===== src/rtl/irq_cascade_pkg.sv =====
package irq_cascade_pkg;
  localparam int OFS_ENABLE = 0;
  localparam int OFS_STATUS = 4;

  typedef enum logic [1:0] {
    SEL_NONE,
    SEL_ENABLE,
    SEL_STATUS
  } reg_sel_e;
endpackage


===== src/rtl/irq_sync.sv =====
module irq_sync #(
  parameter int W = 32
) (
  input  logic         clk,
  input  logic         rst,
  input  logic [W-1:0] d,
  output logic [W-1:0] q
);
  logic [W-1:0] meta_q;

  always_ff @(posedge clk) begin
    if (rst) begin
      meta_q <= '0;
      q      <= '0;
    end else begin
      meta_q <= d;
      q      <= meta_q;
    end
  end
endmodule


===== src/rtl/irq_regs.sv =====
module irq_regs
  import irq_cascade_pkg::*;
#(
  parameter int              W      = 32,
  parameter int              ADDR_W = 3,
  parameter logic [W-1:0]    LIVE   = '0
) (
  input  logic              clk,
  input  logic              rst,
  input  logic              wr_en,
  input  logic              rd_en,
  input  logic [ADDR_W-1:0] addr,
  input  logic [W-1:0]      wr_data,
  input  logic [W-1:0]      sync_in,
  output logic [W-1:0]      en_q,
  output logic [W-1:0]      rd_data
);
  reg_sel_e sel;

  always_comb begin
    if (addr == ADDR_W'(OFS_ENABLE))      sel = SEL_ENABLE;
    else if (addr == ADDR_W'(OFS_STATUS)) sel = SEL_STATUS;
    else                                  sel = SEL_NONE;
  end

  always_ff @(posedge clk) begin
    if (rst) begin
      en_q    <= '0;
      rd_data <= '0;
    end else begin
      if (wr_en && sel == SEL_ENABLE) en_q <= wr_data;
      if (rd_en) begin
        case (sel)
          SEL_ENABLE: rd_data <= en_q;
          SEL_STATUS: rd_data <= sync_in & LIVE;
          default:    rd_data <= '0;
        endcase
      end
    end
  end
endmodule


===== src/rtl/irq_agg.sv =====
module irq_agg #(
  parameter int                   W     = 32,
  parameter int                   N_OUT = 2,
  parameter logic [N_OUT*W-1:0]   MAPS  = '0,
  parameter logic [W-1:0]         LIVE  = '0
) (
  input  logic             clk,
  input  logic             rst,
  input  logic [W-1:0]     src,
  input  logic [W-1:0]     en,
  input  logic             wake_en,
  output logic [N_OUT-1:0] agg_q,
  output logic             wake_q
);
  logic [W-1:0]     armed;
  logic [N_OUT-1:0] agg_d;

  assign armed = src & en & LIVE;

  for (genvar k = 0; k < N_OUT; k++) begin : g_out
    assign agg_d[k] = |(armed & MAPS[k*W +: W]);
  end

  always_ff @(posedge clk) begin
    if (rst) begin
      agg_q  <= '0;
      wake_q <= 1'b0;
    end else begin
      agg_q  <= agg_d;
      wake_q <= wake_en & (|armed);
    end
  end
endmodule


===== src/rtl/irq_cascade_ctrl.sv =====
module irq_cascade_ctrl #(
  parameter int                       SRC_W     = 32,
  parameter int                       N_AGG     = 2,
  parameter int                       N_FWD     = 3,
  parameter int                       ADDR_W    = 3,
  parameter logic [N_AGG*SRC_W-1:0]   MAP_MASKS = {32'h0000_0140, 32'h0000_0EB8},
  parameter logic [SRC_W-1:0]         FWD_MASK  = 32'h0000_0007
) (
  input  logic              clk,
  input  logic              rst,
  input  logic [SRC_W-1:0]  irq_i,
  input  logic              wake_en_i,
  input  logic              wr_en_i,
  input  logic              rd_en_i,
  input  logic [ADDR_W-1:0] addr_i,
  input  logic [SRC_W-1:0]  wr_data_i,
  output logic [SRC_W-1:0]  rd_data_o,
  output logic [N_AGG-1:0]  agg_irq_o,
  output logic [N_FWD-1:0]  fwd_irq_o,
  output logic              wake_o
);
  function automatic logic [SRC_W-1:0] union_maps();
    logic [SRC_W-1:0] u;
    u = '0;
    for (int k = 0; k < N_AGG; k++) u |= MAP_MASKS[k*SRC_W +: SRC_W];
    return u;
  endfunction

  function automatic logic [SRC_W-1:0] low_ones(int n);
    logic [SRC_W-1:0] m;
    m = '0;
    for (int i = 0; i < SRC_W; i++) if (i < n) m[i] = 1'b1;
    return m;
  endfunction

  localparam logic [SRC_W-1:0] FWD_EFF = FWD_MASK & low_ones(N_FWD);
  localparam logic [SRC_W-1:0] WIRED   = union_maps();
  localparam logic [SRC_W-1:0] LIVE    = WIRED & ~FWD_EFF;

  logic [SRC_W-1:0] irq_s;
  logic [SRC_W-1:0] en_q;

  for (genvar j = 0; j < N_FWD; j++) begin : g_fwd
    if (FWD_EFF[j]) begin : g_pass
      assign fwd_irq_o[j] = irq_i[j];
    end else begin : g_tie
      assign fwd_irq_o[j] = 1'b0;
    end
  end

  irq_sync #(.W(SRC_W)) u_sync (
    .clk (clk),
    .rst (rst),
    .d   (irq_i),
    .q   (irq_s)
  );

  irq_regs #(.W(SRC_W), .ADDR_W(ADDR_W), .LIVE(LIVE)) u_regs (
    .clk     (clk),
    .rst     (rst),
    .wr_en   (wr_en_i),
    .rd_en   (rd_en_i),
    .addr    (addr_i),
    .wr_data (wr_data_i),
    .sync_in (irq_s),
    .en_q    (en_q),
    .rd_data (rd_data_o)
  );

  irq_agg #(.W(SRC_W), .N_OUT(N_AGG), .MAPS(MAP_MASKS), .LIVE(LIVE)) u_agg (
    .clk     (clk),
    .rst     (rst),
    .src     (irq_s),
    .en      (en_q),
    .wake_en (wake_en_i),
    .agg_q   (agg_irq_o),
    .wake_q  (wake_o)
  );
endmodule


===== config.mk =====
export PLATFORM = sky130hd
export DESIGN_NAME = irq_cascade_ctrl
export DESIGN_NICKNAME = d
export VERILOG_FILES = /design/src/rtl/irq_cascade_pkg.sv /design/src/rtl/irq_sync.sv /design/src/rtl/irq_regs.sv /design/src/rtl/irq_agg.sv /design/src/rtl/irq_cascade_ctrl.sv
export SDC_FILE = /design/constraint.sdc
export NUM_CORES = 1
export LEC_CHECK = 0
export BUFFER_PORTS_ARGS = -buffer_cell sky130_fd_sc_hd__buf_2
export CAP_MARGIN = 10
export CORE_MARGIN = 8
export CORE_UTILIZATION = 50
export CTS_BUF_LIST = sky130_fd_sc_hd__clkbuf_16
export DETAILED_ROUTE_END_ITERATION = 12
export PLACE_DENSITY = 0.81
export REMOVE_ABC_BUFFERS = 1
export SETUP_SLACK_MARGIN = 0.3
export SYNTH_ARGS = -nofsm -noshare
export SYNTH_HDL_FRONTEND = slang
export SYNTH_HIERARCHICAL = 1
export SYNTH_SLANG_ARGS = --single-unit

===== constraint.sdc =====
create_clock -name clk -period 2.7 [get_ports clk]
set_input_delay 0.135 -clock clk [delete_from_list [all_inputs] [get_ports clk]]
set_output_delay 0.135 -clock clk [all_outputs]
set_load 0.01 [all_outputs]

==> reports/summary.txt, run 1 <==
number of cells produced by synthesis: 304
Hold Slack: 18.10 ps
TritonRoute pass-1 iters: 4
Worst IR Drop VDD: 333.5 uV
Leak Pwr: 1.585 nW
Post-CTS Hold Fix Bufs: 0
share of layout cells above drive strength 1: 32.09%
Placement Setup Slack: 940.7 ps
# fillers: 564
vertical extent of the die: 98.38 um
detailed-route DRC error count: 0
element type at the critical path end: flip-flop
startpoint types: input port
WL/cell: 14.89 um
FF/Latch Area: 1702 um^2
Post-CTS Setup Repair Bufs: 0
slew at the pin closest to its max-slew limit: 1020 ps
vias after detailed routing: 2291
H-tree Lvls: 3
minimum clock period after layout: 1415 ps
total negative slack for setup checks: 0 ps
number of endpoints failing setup at the final stage: 0
max-slew violation count: 0
maximum count of clock buffers along a single path: 2
number of antenna violations at the first check in global routing: 0
status: completed
final worst-path setup slack: 1285 ps
Clock Pin Slew Worst Setup and Hold Paths: 50 ps
Final Hold Viols: 0
Buffers on Ports: 83
site row count: 30
final-stage net count: 443
area of the multi-input gates: 1391 um^2
arrival time at the worst endpoint: 1630 ps
final design area excluding fillers: 4009 um^2
grt total ovfl: 0
pin count of the biggest net entering global routing: 111
sink of the worst hold path: u_sync/meta_q[5]
root cell of the clock tree: sky130_fd_sc_hd__clkbuf_16
area of the core: 6681 um^2
PD cells: 662.0 nW/um^2
largest clock skew in the final design: 4.230 ps
instance count after placement with tap cells included: 440
worst hold path cell count: 2
launch point of the worst reg-to-reg path: u_sync/q[9]
overall power of the completed layout: 2.654 mW
half-perimeter wire length after placement: 4456 um
reg2reg path depth: 2
placed cell areas: 3712 um^2
top library cells by usage in the layout, fill and taps aside: 85 x sky130_fd_sc_hd__dfxtp_1, 82 x sky130_fd_sc_hd__buf_2, 65 x sky130_fd_sc_hd__nand2b_1
Ports: 110
clock latency at the later pin of the worst-skew pair: 320 ps
overall routing resource usage: 14.17%
number of design-rule violations left by the first detailed-router iteration: 68
number of non-filler instances in the completed layout: 454
Maximum Capacitance Violations: 0
final antenna-violating net count: 0
Antenna diodes: 0
CP Data Required Time: 2910 ps
average cell area after synthesis: 11.16 um^2
Initial Utilization: 50.79%
synth warn: 6
total die area: 9679 um^2
quantity of gates resized following cts: 0
final wirelength: 6762 um
RePlAce Congestion: 0.6826
final cycle utilization of the critical path: 52.42%
post-synthesis instance area: 3393 um^2
Worst R2R End: u_agg/wake_q
worst setup slack for register-to-register paths: 1660 ps
hold path startpoint: irq_i[5]
TritonCTS clock tree: built
number of sinks driven by the clock tree: 85
synthesis-to-finish area growth: 18.14%
type of the worst min-delay path: input port to flip-flop
horizontal die dimension: 98.38 um
vias per std cell: 5.046
share of the core filled with cells: 60.00%
largest driver fanout on the critical path: 23
via count of the first global-routing pass: 2379
Worst Setup Path Type: input port to flip-flop
most common cell after layout, fill and taps aside: sky130_fd_sc_hd__dfxtp_1
wire length of the first global-routing pass: 11120 um
unrepaired setup endpoints after global routing: no
total CTS buffers: 9
Fmax achieved: 0.7065 GHz
Max-slew headroom: 32.01%
## per-layer routing
metal / up-vias / wire (um) / share of wire [%] / track usage [%]
met2: 73 / 3043 / 45 / 22.40
met5: - / 0 / 0 / 0
li1: 1156 / - / - / -
met3: 9 / 616 / 9.1 / 6.259
met1: 1053 / 3012 / 45 / 15.99
met4: 0 / 90 / 1.3 / 6.730
## worst max path at each step
stage	start	end	slack, ps	depth (start not counted)
after detailed placement	addr_i[2]	u_regs/rd_data[12]	940	3
final	addr_i[2]	u_regs/rd_data[12]	1280	3
after floorplan	addr_i[1]	u_regs/en_q[0]	640	2
after global routing	addr_i[2]	u_regs/rd_data[15]	1170	3
after global placement	addr_i[2]	u_regs/rd_data[0]	1000	3
after CTS	addr_i[2]	u_regs/rd_data[12]	1280	3
## worst max-delay path: stages
cell and delay (ps):
sky130_fd_sc_hd__buf_2 210, sky130_fd_sc_hd__or4b_1 970, sky130_fd_sc_hd__o32ai_1 300
## sequential cells by signal, summed over array words and instances (netlist names)
name	flops
u_sync/meta_q	9
u_regs/en_q	32
u_agg/agg_q	2
u_regs/rd_data	32
u_sync/q	9
u_agg/wake_q	1
## power breakdown
part	switching, mW	leakage [nW]	internal, mW
clock network	0.427	0.155	0.789
logic	0.0741	0.740	0.0757
registers	0.00886	0.690	1.28
total	0.510	1.58	2.14
## layout make-up
class	instances	share of cell area (%)
Clock inverter	5	1.779
Timing Repair Buffer	85	10.80
Tap cell	80	2.497
Inverter	23	2.154
Multi-Input combinational cell	167	34.71
Sequential cell	85	42.45
Clock buffer	9	5.618
(Power assumes the default switching activity.)
==> run 2: changes to the inputs <==
CORE_UTILIZATION = 49   (was 50)
PLACE_DENSITY = 0.83   (was 0.81)
clock period = 1.17 ns   (was 2.7 ns; I/O delays follow)
==> reports/summary.txt, run 2 (synthesis gave the netlist of run 1 again) <==
detailed-route DRC error count: 0 (unchanged)
Ports: 110 (unchanged)
synthesis-to-finish area growth: 38.38%
via count of the first global-routing pass: 2636 (+11%)
vias after detailed routing: 2541 (+11%)
share of the core filled with cells: 69.50% (+9.5 points)
final antenna-violating net count: 0 (unchanged)
final-stage net count: 493 (+11%)
number of antenna violations at the first check in global routing: 0 (unchanged)
status: completed
hold path startpoint: wr_data_i[25]
area of the core: 6756 um^2 (+1.1%)
arrival time at the worst endpoint: 1330 ps (-300 ps)
site row count: 30 (unchanged)
vertical extent of the die: 99.22 um (+0.85%)
launch point of the worst reg-to-reg path: u_sync/q[9]
FF/Latch Area: 1740 um^2 (+2.3%)
final design area excluding fillers: 4696 um^2 (+17%)
TritonRoute pass-1 iters: 4 (unchanged)
total CTS buffers: 9 (unchanged)
unrepaired setup endpoints after global routing: yes
slew at the pin closest to its max-slew limit: 436.6 ps (-583.3 ps)
root cell of the clock tree: sky130_fd_sc_hd__clkbuf_16
pin count of the biggest net entering global routing: 110 (-0.90%)
placed cell areas: 3815 um^2 (+2.8%)
Buffers on Ports: 83 (unchanged)
number of design-rule violations left by the first detailed-router iteration: 56 (-18%)
wire length of the first global-routing pass: 12560 um (+13%)
area of the multi-input gates: 1413 um^2 (+1.5%)
Max-slew headroom: 70.89% (+39 points)
minimum clock period after layout: 1138 ps
most common cell after layout, fill and taps aside: sky130_fd_sc_hd__nand2b_1
maximum count of clock buffers along a single path: 2 (unchanged)
share of layout cells above drive strength 1: 39.67% (+7.6 points)
instance count after placement with tap cells included: 447 (+1.6%)
Fmax achieved: 0.8786 GHz
# fillers: 472 (-16%)
number of sinks driven by the clock tree: 85 (unchanged)
number of non-filler instances in the completed layout: 506 (+11%)
Maximum Capacitance Violations: 0 (unchanged)
WL/cell: 15.55 um (+4.4%)
overall routing resource usage: 15.79% (+1.6 points)
sink of the worst hold path: u_regs/en_q[25]
Worst Setup Path Type: flip-flop to flip-flop
Leak Pwr: 1.823 nW (+15%)
Antenna diodes: 0 (unchanged)
half-perimeter wire length after placement: 4711 um (+5.7%)
reg2reg path depth: 3 (+1)
element type at the critical path end: flip-flop
largest clock skew in the final design: 6.558 ps (+2.328 ps)
clock latency at the later pin of the worst-skew pair: 330 ps (about the same)
worst setup slack for register-to-register paths: 30 ps (-1630 ps)
TritonCTS clock tree: built
Final Hold Viols: 0 (unchanged)
total die area: 9844 um^2 (+1.7%)
largest driver fanout on the critical path: 2 (-91%)
Regs by FF count: u_regs/en_q x32, u_regs/rd_data x32
vias per std cell: 5.022 (-0.49%)
overall power of the completed layout: 6.063 mW (+130%)
grt total ovfl: 0 (unchanged)
horizontal die dimension: 99.22 um (+0.85%)
Clock Pin Slew Worst Setup and Hold Paths: 60 ps (about the same)
top library cells by usage in the layout, fill and taps aside: 65 x sky130_fd_sc_hd__nand2b_1, 63 x sky130_fd_sc_hd__buf_2, 54 x sky130_fd_sc_hd__dfxtp_1
worst hold path cell count: 3 (+1)
max-slew violation count: 0 (unchanged)
number of endpoints failing setup at the final stage: 0 (unchanged)
H-tree Lvls: 3 (unchanged)
final wirelength: 7868 um (+16%)
PD cells: 1291 nW/um^2 (+95%)
type of the worst min-delay path: input port to flip-flop
RePlAce Congestion: 0.7450 (+9.1%)
startpoint types: flip-flop
Worst R2R End: u_agg/agg_q[0]
CP Data Required Time: 1360 ps (-1550 ps)
Initial Utilization: 50.22% (-0.56 points)
final cycle utilization of the critical path: 97.28%
Worst IR Drop VDD: 1123 uV (+240%)
run 2: timing repair:
item,4_1_cts,5_1_grt
hold buffers,41,0
buffers inserted,1,1
pin swaps,1,2
gates resized for setup,17,39
endpoints found under the setup margin,17,45
hold endpoints to repair,41,0
run 2: area by class of cell:
cell class,instances,share of cell area (%)
sequential,85,37.06
multi-input combinational,167,30.08
timing repair buffer,135,23.00
clock buffer,9,4.796
tap,80,2.132
inverter,23,1.839
clock inverter,7,1.092
run 2: how the worst max path moves through the flow:
stage                    from            endpoint  depth (start not counted)
2_1_floorplan       addr_i[1]      u_regs/en_q[0]                          2
3_3_place_gp        addr_i[1]  u_regs/rd_data[25]                          4
3_5_place_dp        addr_i[1]  u_regs/rd_data[16]                          4
4_1_cts        u_regs/en_q[9]      u_agg/agg_q[0]                          3
5_1_grt           u_sync/q[9]      u_agg/agg_q[0]                          3
6_report          u_sync/q[9]      u_agg/agg_q[0]                          3
run 2: metal layers:
layer / track usage (%) / wire length (um) / up-vias / share of wire, %
met5: 0 / 0 / - / 0
met4: 4.191 / 118 / 0 / 1.5
met3: 6.704 / 506 / 10 / 6.4
met2: 27.12 / 3818 / 72 / 49
met1: 17.45 / 3425 / 1191 / 44
li1: - / - / 1268 / -
run 2: through the flow:
step | worst slack (ps) | TNS (ps) | hold WS (ps)
after floorplan | -814.8 | -26090 | 117.0
after CTS | 135.5 | 0 | 2.475
final | 31.79 | 0 | 18.39
after global placement | -15.88 | -74.65 | 117.1
after global routing | 29.51 | 0 | 28.08
after detailed placement | -35.82 | -172.4 | 117.1
run 2: where the power goes:
group	switching (mW)	leakage [nW]	internal, mW
combinational	0.207	0.986	0.292
clock	1.15	0.132	1.44
sequential	0.0222	0.706	2.95
run 2: worst max-delay path, cell delays in order (launching register included):
cell and delay (ps):
sky130_fd_sc_hd__dfxtp_2 320, sky130_fd_sc_hd__a222oi_1 370, sky130_fd_sc_hd__buf_4 210, sky130_fd_sc_hd__a31oi_2 100
